File: config.mk
export PLATFORM = sky130hd
export DESIGN_NAME = blk_ring_tracker
export DESIGN_NICKNAME = d
export VERILOG_FILES = /design/src/rtl/blk_ring_tracker.sv
export SDC_FILE = /design/constraint.sdc
export NUM_CORES = 1
export LEC_CHECK = 0
export BUFFER_PORTS_ARGS = -buffer_cell sky130_fd_sc_hd__buf_2
export CAP_MARGIN = 0
export CORE_UTILIZATION = 39
export CTS_BUF_LIST = sky130_fd_sc_hd__clkbuf_16
export DETAILED_ROUTE_END_ITERATION = 7
export GPL_TIMING_DRIVEN = 0
export SLEW_MARGIN = 20
export SYNTH_ARGS = -nofsm -noshare
export SYNTH_HDL_FRONTEND = slang
export SYNTH_SLANG_ARGS = --single-unit
File: constraint.sdc
create_clock -name clk -period 2.32 [get_ports clk]
set_input_delay 0.232 -clock clk [delete_from_list [all_inputs] [get_ports clk]]
set_output_delay 0.232 -clock clk [all_outputs]
set_load 0.01 [all_outputs]
File: src/rtl/blk_ring_tracker.sv
module blk_ring_tracker #(
  parameter int DEPTH    = 4,
  parameter int CNT_W    = 8,
  parameter int MAX_BLKS = 127,
  localparam int IW      = (DEPTH > 2) ? $clog2(DEPTH) : 1
) (
  input  logic             clk,
  input  logic             rst_n,
  input  logic             arm_rx,
  input  logic             arm_tx,
  input  logic [CNT_W-1:0] arm_count,
  input  logic             stop,
  input  logic             blk_done,
  input  logic             host_step,
  input  logic             dp_err,
  output logic [IW-1:0]    fill_idx,
  output logic [IW-1:0]    drain_idx,
  output logic [3:0]       status,
  output logic [CNT_W-1:0] pend_cnt,
  output logic             chain_last,
  output logic             buf_avail,
  output logic             abort,
  output logic             rd_done
);

  logic             rx_mode, tx_mode, xrun, err;
  logic [CNT_W-1:0] blks, pops;
  logic [IW-1:0]    fill_n, drain_n;
  logic             active, arm_go, pop_ok, push_ok, collide;

  function automatic logic [IW-1:0] nxt(input logic [IW-1:0] i);
    return (i == IW'(DEPTH - 1)) ? '0 : i + 1'b1;
  endfunction

  assign active  = rx_mode | tx_mode;
  assign abort   = xrun | err;
  assign status  = {err, xrun, tx_mode, rx_mode};
  assign arm_go  = !stop && (arm_rx ^ arm_tx) && (arm_count != '0)
                   && (arm_count <= CNT_W'(MAX_BLKS));
  assign pop_ok  = rx_mode && host_step && (drain_idx != fill_idx) && !abort;
  assign push_ok = tx_mode && host_step && !abort;

  assign fill_n  = ((rx_mode && blk_done) || push_ok) ? nxt(fill_idx) : fill_idx;
  assign drain_n = ((tx_mode && blk_done) || pop_ok) ? nxt(drain_idx) : drain_idx;
  assign collide = active && blk_done && (fill_n == drain_n);

  assign buf_avail = active && (fill_idx != drain_idx) && !abort;
  assign rd_done   = rx_mode && (pops == blks) && !abort;

  always_ff @(posedge clk or negedge rst_n) begin
    if (!rst_n) begin
      rx_mode <= 1'b0; tx_mode <= 1'b0; xrun <= 1'b0; err <= 1'b0;
      fill_idx <= '0; drain_idx <= '0;
      blks <= '0; pops <= '0; pend_cnt <= '0; chain_last <= 1'b0;
    end else if (stop) begin
      rx_mode <= 1'b0; tx_mode <= 1'b0; xrun <= 1'b0; err <= 1'b0;
      chain_last <= 1'b0;
    end else if (arm_go) begin
      rx_mode    <= arm_rx;
      tx_mode    <= arm_tx;
      xrun       <= 1'b0;
      err        <= 1'b0;
      fill_idx   <= '0;
      drain_idx  <= '0;
      blks       <= arm_count;
      pops       <= '0;
      pend_cnt   <= arm_tx ? arm_count : '0;
      chain_last <= 1'b0;
    end else if (active) begin
      fill_idx  <= fill_n;
      drain_idx <= drain_n;
      if (collide) xrun <= 1'b1;
      if (dp_err)  err  <= 1'b1;
      if (pop_ok)  pops <= pops + 1'b1;
      if (tx_mode && blk_done && pend_cnt != '0) begin
        pend_cnt <= pend_cnt - 1'b1;
        if (pend_cnt - 1'b1 == CNT_W'(DEPTH)) chain_last <= 1'b1;
      end
    end
  end

  assert_one_mode_R2: assert property (@(posedge clk) disable iff (!rst_n)
    $onehot0(status[1:0]));

  assert_fill_step_R3: assert property (@(posedge clk) disable iff (!rst_n)
    (rx_mode && blk_done && !stop && !arm_go) |=>
      (fill_idx == nxt($past(fill_idx))));

  assert_pop_guard_R4: assert property (@(posedge clk) disable iff (!rst_n)
    (rx_mode && host_step && (drain_idx == fill_idx) && !stop && !arm_go) |=>
      $stable(drain_idx));

  assert_drain_step_R5: assert property (@(posedge clk) disable iff (!rst_n)
    (tx_mode && blk_done && !stop && !arm_go) |=>
      (drain_idx == nxt($past(drain_idx))));

  assert_err_set_R7: assert property (@(posedge clk) disable iff (!rst_n)
    (active && dp_err && !stop && !arm_go) |=> status[3]);

  assert_sticky_R8: assert property (@(posedge clk) disable iff (!rst_n)
    (abort && !stop && !arm_go) |=> abort);

  assert_pend_dec_R9: assert property (@(posedge clk) disable iff (!rst_n)
    (tx_mode && blk_done && pend_cnt != '0 && !stop && !arm_go) |=>
      (pend_cnt == $past(pend_cnt) - 1'b1));

endmodule

# Word-level counts from Yosys, hierarchy flattened
# Index checks and enable logic that the tools add are counted.
# classes
n_addsub	4
magnitude_cmp	1
n_eq_ne	7
mux	32
n_bitwise	4
n_reduce_logical	39
# op_table
operator	count
$mux 8	7
$logic_and 1x1->1	17
$mux 1	17
$mux 2	8
$reduce_bool 8->1	2
$reduce_bool 3->1	5
$reduce_and 3->1	3
$add 8x1->8 const B	1
$eq 8x3->1 const B	1
$eq 8x8->1	1
$le 8x7->1 const B	1
$reduce_and 2->1	4
$reduce_bool 2->1	4
$sub 8x1->8 const B	1
$add 2x1->2 const B	2
$eq 2x2->1 const B	2
$ne 2x2->1	2
$eq 2x2->1	1
$logic_not 1->1	2
$logic_or 1x1->1	2
$or 1x1->1	2
$not 1->1	1
$xor 1x1->1	1
# totals
register_bits	33
input_bits	16
output_inout_bits	20
wordCells	97

# Logic depth before layout (Yosys ltp)
# logic_depth
word_depth	11
mapped_depth	7
mapped_depth_nobuf	7

# Worst setup path before layout
# Ideal clock, no wire load.
# synth_timing
path_type	reg2reg
start	register err
end	register xrun
setup_time_ps	110
arrival_ps	1908
required_ps	2210
path_slack_ps	302
path_stages_with_launch	7
path_buffers	1
synth_period_minus_slack_ps	2018
path_cell_list	dfrtp_1 -> or3b_4 -> a211o_1 -> buf_6 -> a311oi_1 -> xor2_1 -> o41ai_1
# synth_via
elab_chain_len	9
word_cells_on_any_way	12
cone_classes	eq/ne: 1; mux: 2; bitwise: 1; reduce/logical: 8
# synth_rtl
element	line	rtl
from (decl)	26	logic rx_mode, tx_mode, xrun, err;
from (signal assigned)	52	rx_mode <= 1'b0; tx_mode <= 1'b0; xrun <= 1'b0; err <= 1'b0;
from (signal assigned)	56	rx_mode <= 1'b0; tx_mode <= 1'b0; xrun <= 1'b0; err <= 1'b0;
from (signal assigned)	62	err <= 1'b0;
$or 1x1->1 (*)	36	assign abort = xrun | err;
$logic_not 1->1 (*)	40, 41	
$logic_and 1x1->1 (on tied branches)	41, 40	
$logic_or 1x1->1 (on tied branches)	43, 44	
$mux 2 (on tied branches)	43, 44	
$eq 2x2->1 (*)	45	assign collide = active && blk_done && (fill_n == drain_n);
$logic_and 1x1->1 (*)	45	
$reduce_bool 3->1 (no line) (*)	n/a	
$reduce_and 2->1 (no line) (*)	n/a	
to (signal assigned)	52	
to (signal assigned)	56	
to (signal assigned)	61	xrun <= 1'b0;
to (decl)	26	
# Mark *: on every way between the ends. The rest lies on a longest branch, timed or not.
# A chain may end at the register's enable or synchronous reset.

# Worst setup path after layout
# layout_timing
start	register rx_mode
end	register xrun
# layout_via
elab_chain_len	9
word_cells_on_any_way	15
cone_classes	eq/ne: 1; mux: 2; bitwise: 1; reduce/logical: 11
# layout_rtl
element	line	rtl
from (decl)	26	
from (signal assigned)	59	rx_mode <= arm_rx;
$logic_and 1x1->1 (3 in a row)	40	assign pop_ok = rx_mode && host_step && (drain_idx != fill_idx) && !abort;
$logic_or 1x1->1	44	assign drain_n = ((tx_mode && blk_done) || pop_ok) ? nxt(drain_idx) : drain_idx;
$mux 2	44	
$eq 2x2->1	45	
$logic_and 1x1->1	45	
$reduce_bool 3->1 (no line)	n/a	
$reduce_and 2->1 (no line) (*)	n/a	
# Marks and branches as above.

==> run summary <==
Final GP Congestion: 0.779
Buffer count from post-CTS setup fixing: 0
Unrepaired setup endpoints after global routing: false
Setup slack, reg-to-reg: 0.11 ns
Clock power share: 0.343
Worst-path fanout max: 10
Most frequent cell after synthesis: dfrtp_1
DRT Wirelength: 5140 um
Least-Margin Pin Slew: 0.755 ns
Hold Crit Class: in2async
First-pass GRT wire length: 8410 um
Synth top area share: 0.406
Worst r2r dst: xrun
Clock sink count: 33
DRT Pass-1 Iters: 4
Synth area leaders: dfrtp_1 41%, xnor2_1 6.5%, nor2_1 4.6%, o21ai_0 4.4%, mux2_2 3.9%
Vias per inst: 5.48
Worst-case reg-to-reg path depth: 6
Syn Nets: 239
Comb power frac: 0.255
Post-CTS Hold Buffers: 0
YS warnings: 0
DRC Markers: 0
CTS Buffer Depth: 2
P_leak: 0.00107 uW
Max Slew Vio Count: 0
Initial Utilization: 0.417
Total congestion overflow: 0
Die width: 74.2 um
Core Footprint: 0.00488 mm2
Chip height: 74.2 um
Post-synth EDFFs: 0
Gr usage total: 0.210
CTS buffer count: 5
Detailed Route Iter0 Violations: 77
Clock transition at the registers of the reported paths: 0.05 ns
Peak supply drop: 0.000504 V
Row cnt: 25
Antenna Nets Post-Route: 0
CTS H-tree lvls: 2
Final Setup Violations: 0
Detailed-route via count: 1791
Max-Cap Viols: 0
Clk_skew: 0.00637 ns
Worst relative slew slack: 0.497
Switching share of power: 0.327
Post-layout util: 0.501
Layout cells sized above 1: 0.254
Root Driver: clkbuf_16
Worst-Skew Late Latency: 0.28 ns
Netlist cell types: 49
IO buf count: 35
Internal power: 1240 uW
CP Capture Type: flop
Layout net count: 281
Outcome: complete, no violations
Share of async-settable or async-resettable flops after synthesis: 1.00
Element type at the critical path start: flop
Mean post-synth cell area: 9.37 um2
Die Area: 0.00551 mm2
Gates resized, CTS repair: 1
Largest area contributor in the netlist: dfrtp_1
Synthesized area: 0.00203 mm2
FF-to-FF Start: rx_mode
Sw Pwr: 604 uW
Post-DP HPWL: 3710 um
Final period util: 0.953
Crit path DAT: 2.37 ns
CTS tree: built
Largest net degree at the start of global routing: 34
FF+latch count, synth: 33
DP Area: 0.00229 mm2
Worst EP required: 2.48 ns
Hold Vio Cnt, Final: 0
Area growth, synth to finish: 20.2%
Fraction of power consumed by sequential logic: 0.402
I/O pins: 36
Post-route cell area: 0.00244 mm2
Routed WL per cell: 15.7 um
Synth cell count leaders: 33 x dfrtp_1, 25 x nor2_1, 18 x o21ai_0
Final min period: 2.21 ns
Cells after Synth: 217
Main synth FF type: dfrtp_1
Crit Path Class: reg2reg
# diodes: 0
Post-synthesis sequential area ratio: 0.406
Initial antenna violation count: 0
Vias in the first global route: 1635
Pwr Density: 756 mW/mm2
Maximum clock frequency: 452 MHz
## power by group through the flow
stage | registers [uW] | logic, uW | clock network, uW
2_1_floorplan | 746 | 301 | 0
3_3_place_gp | 751 | 458 | 0
3_5_place_dp | 752 | 461 | 0
4_1_cts | 743 | 464 | 641
5_1_grt | 756 | 528 | 662
6_report | 742 | 472 | 633
## layout make-up
cell class	count	area, um2
plain buffers	12	67.6
clock buffers	5	125
clock inverters	3	12.5
fillers	480	2440
inverters	7	26.3
multi-input cells	165	1130
flip-flops and latches	33	827
well taps	67	83.8
repair buffers	35	175
## metrics by stage
step / cells / hold slack [ns] / total power [uW] / setup WS [ns] / setup TNS [ns]
after floorplan: 217 / -0.0636 / 1050 / 0.302 / 0
after global placement: 319 / 0.352 / 1210 / 0.0322 / 0
after detailed placement: 319 / 0.345 / 1210 / -0.00108 / -0.00108
after CTS: 327 / 0.0557 / 1850 / 0.0588 / 0
after global routing: 327 / 0.0890 / 1950 / 0.0190 / 0
final: 327 / 0.0184 / 1850 / 0.110 / 0
## per-layer routing
metal | wire, um | global-route usage | vias to the layer above | part of all wire
met5 | 0 | 0 | - | 0
met4 | 97 | 0.0962 | 0 | 0.019
met3 | 297 | 0.0515 | 9 | 0.058
met2 | 2250 | 0.315 | 60 | 0.44
met1 | 2490 | 0.286 | 862 | 0.48
li1 | - | - | 860 | -
## kinds of logic after synthesis
family / count (synthesis) / synth area share
buffers and inverters: 19 / 0.0462
XOR/XNOR: 18 / 0.0775
AO/OA/AOI/OAI: 50 / 0.162
adder cells (fa/ha/maj): 6 / 0.0369
AND/OR/NAND/NOR: 79 / 0.205
multiplexers: 12 / 0.0658
flip-flops: 33 / 0.406
## sequential cells by signal, indices dropped and copies added (netlist names), 2 cells and up
name       flops
pops           8
fill_idx       2
pend_cnt       8
blks           8
drain_idx      2
## how the worst max path moves through the flow
stage / startpoint / endpoint / slack [ns] / cells past startpoint
4_1_cts: pend_cnt[0] / pend_cnt[5] / 0.06 / 7
3_5_place_dp: rx_mode / xrun / -0.001 / 6
2_1_floorplan: err / xrun / 0.30 / 6
5_1_grt: pend_cnt[0] / pend_cnt[5] / 0.02 / 7
3_3_place_gp: rx_mode / xrun / 0.03 / 6
6_report: rx_mode / xrun / 0.11 / 6
## layout by cell type, fill, tap and decap left out, drive strengths merged, types with 2 or more instances in the layout
| cell | n |
|---|---|
| a211oi | 4 |
| a21oi | 5 |
| a22oi | 3 |
| a31oi | 2 |
| a32oi | 3 |
| buf | 40 |
| clkbuf | 12 |
| clkinv | 3 |
| dfrtp | 33 |
| ha | 6 |
| inv | 7 |
| mux2 | 8 |
| mux2i | 4 |
| nand2 | 14 |
| nand2b | 2 |
| nand3 | 6 |
| nor2 | 25 |
| nor2b | 6 |
| nor3 | 5 |
| nor4 | 6 |
| o21ai | 18 |
| o22ai | 2 |
| o31ai | 3 |
| or2 | 5 |
| or3 | 2 |
| xnor2 | 15 |
| xor2 | 3 |
## critical path, cell delays in order, from the launching register on
cell	delay, ns
dfrtp_2	0.42
or3b_4	0.44
a211o_1	0.29
buf_6	0.15
a311oi_2	0.34
xor2_1	0.13
o41ai_1	0.32
Note: power is estimated with default switching activity, not from simulation.
